[config.mk]
export PLATFORM = sky130hd
export DESIGN_NAME = psic_top
export DESIGN_NICKNAME = d
export VERILOG_FILES = /design/src/rtl/psic_pkg.sv /design/src/rtl/psic_decode.sv /design/src/rtl/psic_wdt.sv /design/src/rtl/psic_ctrl.sv /design/src/rtl/psic_top.sv
export SDC_FILE = /design/constraint.sdc
export NUM_CORES = 1
export LEC_CHECK = 0
export ABC_AREA = 1
export CAP_MARGIN = 10
export CORE_MARGIN = 8
export CORE_UTILIZATION = 48
export CTS_CLUSTER_DIAMETER = 100
export DETAILED_ROUTE_END_ITERATION = 7
export HOLD_SLACK_MARGIN = 0.15
export PLACE_DENSITY = 0.81
export SLEW_MARGIN = 20
export SYNTH_ARGS = -nofsm -noshare
export SYNTH_HDL_FRONTEND = slang
export SYNTH_SLANG_ARGS = --single-unit
[constraint.sdc]
create_clock -name clk -period 1.5 [get_ports clk]
set_input_delay 0.225 -clock clk [delete_from_list [all_inputs] [get_ports clk]]
set_output_delay 0.225 -clock clk [all_outputs]
set_load 0.01 [all_outputs]
[src/rtl/psic_pkg.sv]
package psic_pkg;
  localparam int NUM_OPS  = 5;
  localparam int OP_SRST  = 0;
  localparam int OP_PDN   = 1;
  localparam int OP_SRV   = 2;
  localparam int OP_DIS   = 3;
  localparam int OP_EINIT = 4;

  localparam logic [7:0] OPCODE [NUM_OPS] = '{8'h3C, 8'h5A, 8'h69, 8'h96, 8'hC3};

  // Full protected encoding: two complement bytes, then the opcode twice.
  function automatic logic [31:0] prot_word(input logic [7:0] op);
    return {~op, ~op, op, op};
  endfunction

  // Next watchdog value for one clock while running.
  function automatic logic [63:0] wdt_step(input logic [63:0] cur, input logic [63:0] rld);
    return (cur == 64'd0) ? rld : cur - 64'd1;
  endfunction
endpackage

[src/rtl/psic_decode.sv]
module psic_decode
  import psic_pkg::*;
(
  input  logic               valid,
  input  logic [31:0]        word,
  input  logic               block,
  output logic [NUM_OPS-1:0] hit,
  output logic               err
);
  logic [NUM_OPS-1:0] op_sel;
  logic [NUM_OPS-1:0] full_ok;
  logic               live;

  assign live = valid && !block;

  generate
    for (genvar g = 0; g < NUM_OPS; g++) begin : g_op
      assign op_sel[g]  = (word[7:0] == OPCODE[g]);
      assign full_ok[g] = (word == prot_word(OPCODE[g]));
      assign hit[g]     = live && full_ok[g];
    end
  endgenerate

  assign err = live && (|op_sel) && !(|full_ok);
endmodule

[src/rtl/psic_wdt.sv]
module psic_wdt #(
  parameter int WDT_W      = 16,
  parameter int WDT_RELOAD = 1000
) (
  input  logic             clk,
  input  logic             rst_n,
  input  logic             run,
  input  logic             service,
  output logic [WDT_W-1:0] count,
  output logic             underflow
);
  localparam logic [WDT_W-1:0] RLD = WDT_W'(WDT_RELOAD);

  logic [WDT_W-1:0] next_run;
  logic             at_zero;

  assign at_zero  = (count == '0);
  assign next_run = WDT_W'(psic_pkg::wdt_step(64'(count), 64'(RLD)));

  always_ff @(posedge clk or negedge rst_n) begin
    if (!rst_n) begin
      count     <= RLD;
      underflow <= 1'b0;
    end else begin
      underflow <= run && !service && at_zero;
      if (service)  count <= RLD;
      else if (run) count <= next_run;
    end
  end
endmodule

[src/rtl/psic_ctrl.sv]
module psic_ctrl
  import psic_pkg::*;
(
  input  logic               clk,
  input  logic               rst_n,
  input  logic [NUM_OPS-1:0] hit,
  input  logic               err,
  output logic               rst_out,
  output logic               pd_req,
  output logic               wdt_en,
  output logic               swrst_pulse,
  output logic               wdt_reload,
  output logic               dec_err,
  output logic               dis_blocked
);
  assign dis_blocked = hit[OP_DIS] && rst_out;

  always_ff @(posedge clk or negedge rst_n) begin
    if (!rst_n) begin
      rst_out     <= 1'b0;
      pd_req      <= 1'b0;
      wdt_en      <= 1'b1;
      swrst_pulse <= 1'b0;
      wdt_reload  <= 1'b0;
      dec_err     <= 1'b0;
    end else begin
      swrst_pulse <= hit[OP_SRST];
      wdt_reload  <= hit[OP_SRV];
      dec_err     <= err;
      if (hit[OP_PDN])                 pd_req  <= 1'b1;
      if (hit[OP_EINIT])               rst_out <= 1'b1;
      if (hit[OP_DIS] && !dis_blocked) wdt_en  <= 1'b0;
    end
  end
endmodule

[src/rtl/psic_top.sv]
module psic_top
  import psic_pkg::*;
#(
  parameter int WDT_W      = 16,
  parameter int WDT_RELOAD = 1000
) (
  input  logic             clk,
  input  logic             rst_n,
  input  logic             instr_valid,
  input  logic [31:0]      instr_word,
  output logic             rst_out,
  output logic             pd_req,
  output logic             swrst_pulse,
  output logic             wdt_en,
  output logic             wdt_reload,
  output logic [WDT_W-1:0] wdt_count,
  output logic             wdt_rst,
  output logic             dec_err
);
  logic [NUM_OPS-1:0] hit_evt;
  logic               err_evt;
  logic               srv_evt;
  logic               dis_blocked_evt;

  psic_decode u_decode (
    .valid (instr_valid),
    .word  (instr_word),
    .block (pd_req),
    .hit   (hit_evt),
    .err   (err_evt)
  );

  assign srv_evt = hit_evt[OP_SRV];

  psic_ctrl u_ctrl (
    .clk         (clk),
    .rst_n       (rst_n),
    .hit         (hit_evt),
    .err         (err_evt),
    .rst_out     (rst_out),
    .pd_req      (pd_req),
    .wdt_en      (wdt_en),
    .swrst_pulse (swrst_pulse),
    .wdt_reload  (wdt_reload),
    .dec_err     (dec_err),
    .dis_blocked (dis_blocked_evt)
  );

  psic_wdt #(.WDT_W(WDT_W), .WDT_RELOAD(WDT_RELOAD)) u_wdt (
    .clk       (clk),
    .rst_n     (rst_n),
    .run       (wdt_en),
    .service   (srv_evt),
    .count     (wdt_count),
    .underflow (wdt_rst)
  );
endmodule

==> run_results.csv <==
group,metric,value,unit
sta,min_period_over_period,106,%
worst_setup_path,cpLargestDelayFamily,"simple AND/OR/NAND/NOR gates",
global_route,grt_pass1_wl,11.3,mm
synthesis,synth_common_cells,"nand2_1, nor2_1, nand3_1",
cts,cts.htree.levels,1,
global_route,grt_pass1_vias,2699,
power,p_leak,1.93,nW
floorplanning,die_y,80.6,µm
worst_setup_path,worstPathMaxFanout,5,
drt,drt_iter0_drc,411,
drt,drt_pass1_iterations,5,
synthesis,post_synth_num_cell_types,23,
synthesis,netlist_area,2010,µm²
global_route,met3_usage,3.13,%
global_route,grt_start_max_net_pins,24,
global_route,overflow,0,
sta,timing.fmax,626,MHz
worst_setup_path,required,1.71,ns
worst_setup_path,crit_buf_inv,1,
placed_design,place.gp.congestion,0.901,
drt,routed_wl,7.75,mm
cts,clkTransAtPathRegs,0.09,ns
synthesis,async_flop_share,100,%
worst_setup_path,crit_top_cell,"nand2_1",
synthesis,avgSynthCellArea,5.80,µm²
global_route,track_usage,21.1,%
synthesis,yosysMostFrequentCell,"nand2_1",
sta,tns,-0.127,ns
finish,area_growth,69.0,%
worst_setup_path,path_depth,9,
worst_setup_path,end_kind,"flop",
sta,tightest_slew,0.554,ns
sta,rsz0062_at_grt,"true",
sta,timing.final.ws_setup,-0.0964,ns
cts,cts_inserted_buffers,3,
cts,clock-sinks,23,
run_status,violations,"negative setup slack",
worst_setup_path,slowest_delay,0.41,ns
worst_setup_path,reg2reg_depth,9,
job,drv_cap,0,
worst_setup_path,path_class,"flop to flop",
synthesis,synth_top_area_share,20.0,%
synthesis,syn-instance-count,346,
cts,cts_tree,"built",
global_route,antenna_found_initial,0,
sta,skew,0.0139,ns
synthesis,syn_nets,382,
run_status,status,"finished, violations left",
drt,drc,0,
finish,final_area,3390,µm²
finish,fin_nets,514,
worst_setup_path,r2r_slack,-0.1,ns
cts,cts_buffer_depth,2,
power,powerDensity,386,nW/µm²
floorplanning,num_rows,23,
placed_design,portBuffers,57,
floorplanning,die-area,6500,µm²
global_route,use_met1,23.6,%
drt,vias,2899,
synthesis,yosys_register_bits,23,
sta,slew_violations,0,
floorplanning,die_w,80.6,µm
finish,final_layout_size_suffix_gt1_share,28.1,%
floorplanning,io_pins,58,
global_route,top_usage_layer,"met2",
placed_design,placed_area,3050,µm²
sta,maxSlewHeadroom,63.0,%
finish,antenna_cells,0,
worst_setup_path,rr_startpoint,"u_wdt.count[8]$_DFFE_PN1P_",
sta,finalSetupViolations,2,
floorplanning,start_util,50.1,%
synthesis,yosysSeqAreaShare,29.1,%
global_route,use_met2,38.5,%
worst_setup_path,worstPathArrival,1.80,ns
hold_path,hold_class,"input pin to asynchronous set/reset pin",
power,peakVddDrop,0.278,mV
sta,finalHoldViolations,0,
cts,cts-root-buf,"clkbuf_8",
synthesis,synth_area_leaders,"dfrtp_1, nand2_1, nor2_1",
floorplanning,core_area,4000,µm²
worst_setup_path,cp_cell_sequence,"nor2_1 > nand2_1 > inv_2 > nand2_1 > nand2_1 > nand2_1 > nor2_1 > nand3_1 > nand2_1",
worst_setup_path,r2r_end,"u_wdt.count[11]$_DFFE_PN0P_",
drt,ant_nets,0,
placed_design,dpl.hpwl,5.34,mm
worst_setup_path,startpoint_type,"flop",
synthesis,synth_flop_cell,"dfrtp_1",
drt,viasPerCell,5.50,
synthesis,yosys_warnings,0,
drt,wl_per_cell,14.7,µm
synthesis,yosysTopAreaCell,"dfrtp_1",
cts,clock_latency,0.27,ns
sta,final.min_clock_period,1.60,ns
worst_setup_path,slowest_stage,"dfstp_2",
synthesis,synth_edf_count,0,
## final cells by class
type / count / area (µm²)
multi-input cells: 280 / 1380
repair buffers: 129 / 1160
fillers: 243 / 611
flip-flops and latches: 23 / 586
inverters: 41 / 156
well taps: 50 / 62.6
clock buffers: 3 / 41.3
clock inverters: 1 / 5.00
## power breakdown
group	internal, mW	total [mW]	switching (mW)
logic	0.173	0.294	0.121
registers	0.621	0.621	0
clock network	0.186	0.395	0.209
total	0.979	1.31	0.330
## logic make-up (layout without fill, tap and decap cells)
family	Yosys count	count (layout)	share of synthesized area, %
AO/OA/AOI/OAI	13	13	3.24
flip-flops	23	23	29.1
buffers and inverters	46	174	9.48
AND/OR/NAND/NOR	260	263	56.2
adder cells (fa/ha/maj)	1	1	0.624
XOR/XNOR	3	3	1.31
## layer usage
layer / part of all wire (%) / routed length (µm)
met5: 0 / 0
met4: 4.1 / 315
met3: 9.4 / 729
met2: 49 / 3770
met1: 38 / 2940
## state kept, by name, summed over array words and instances, names as in the netlist
register            count
u_wdt.count            16
u_ctrl.wdt_reload       1
u_ctrl.swrst_pulse      1
u_ctrl.wdt_en           1
u_ctrl.pd_req           1
u_ctrl.rst_out          1
u_ctrl.dec_err          1
u_wdt.underflow         1
## per-stage QoR
step           power (mW)  setup WS, ns  util [%]  std cells  hold slack [ns]
2_1_floorplan       0.689       0.00656         -        346          -0.0706
6_report             1.31       -0.0964      84.7        527            0.306
3_3_place_gp        0.920        -0.256      76.1        507            0.492
5_1_grt              1.36        -0.198      84.7        527            0.329
4_1_cts              1.31       0.00133      78.1        515            0.314
3_5_place_dp        0.928        -0.317      76.1        507            0.482
## worst max path at each step
stage	slack [ns]	to	start
floorplan	0.007	u_wdt.count[0]$_DFFE_PN0P_	u_wdt.count[0]$_DFFE_PN0P_
global placement	-0.26	u_wdt.count[2]$_DFFE_PN0P_	instr_word[27]
detailed placement	-0.32	u_wdt.count[0]$_DFFE_PN0P_	instr_word[27]
CTS	0.001	wdt_count[14]	u_wdt.count[14]$_DFFE_PN0P_
global route	-0.20	u_wdt.count[11]$_DFFE_PN0P_	u_wdt.count[1]$_DFFE_PN0P_
finish	-0.1	u_wdt.count[11]$_DFFE_PN0P_	u_wdt.count[8]$_DFFE_PN1P_
## cell usage in the layout (no fill, tap or decap), types with 3 or more instances in the layout
master and count:
nor2_1 78, dlygate4sd2_1 8, nand3_4 4, buf_4 71, clkdlybuf4s50_1 31, nand2_1 86
dlymetal6s2s_1 18, a21oi_1 5, inv_2 16, dfstp_2 7, nor2_4 6, nor3_1 3
o21ai_1 3, nor2_2 10, clkbuf_8 3, inv_1 24, nand4_1 10, dfrtp_1 15
nand2_2 6, nand3_1 55
## repair_timing
item                       CTS  global route
hold buffers                 0             0
cloned                       1             2
setup buffers                3            10
gates resized for setup     11            51
pin swaps                    1            19
setup endpoints to repair   17            25
hold endpoints to repair     0             0
No activity file was read; power rests on OpenSTA's default activity.
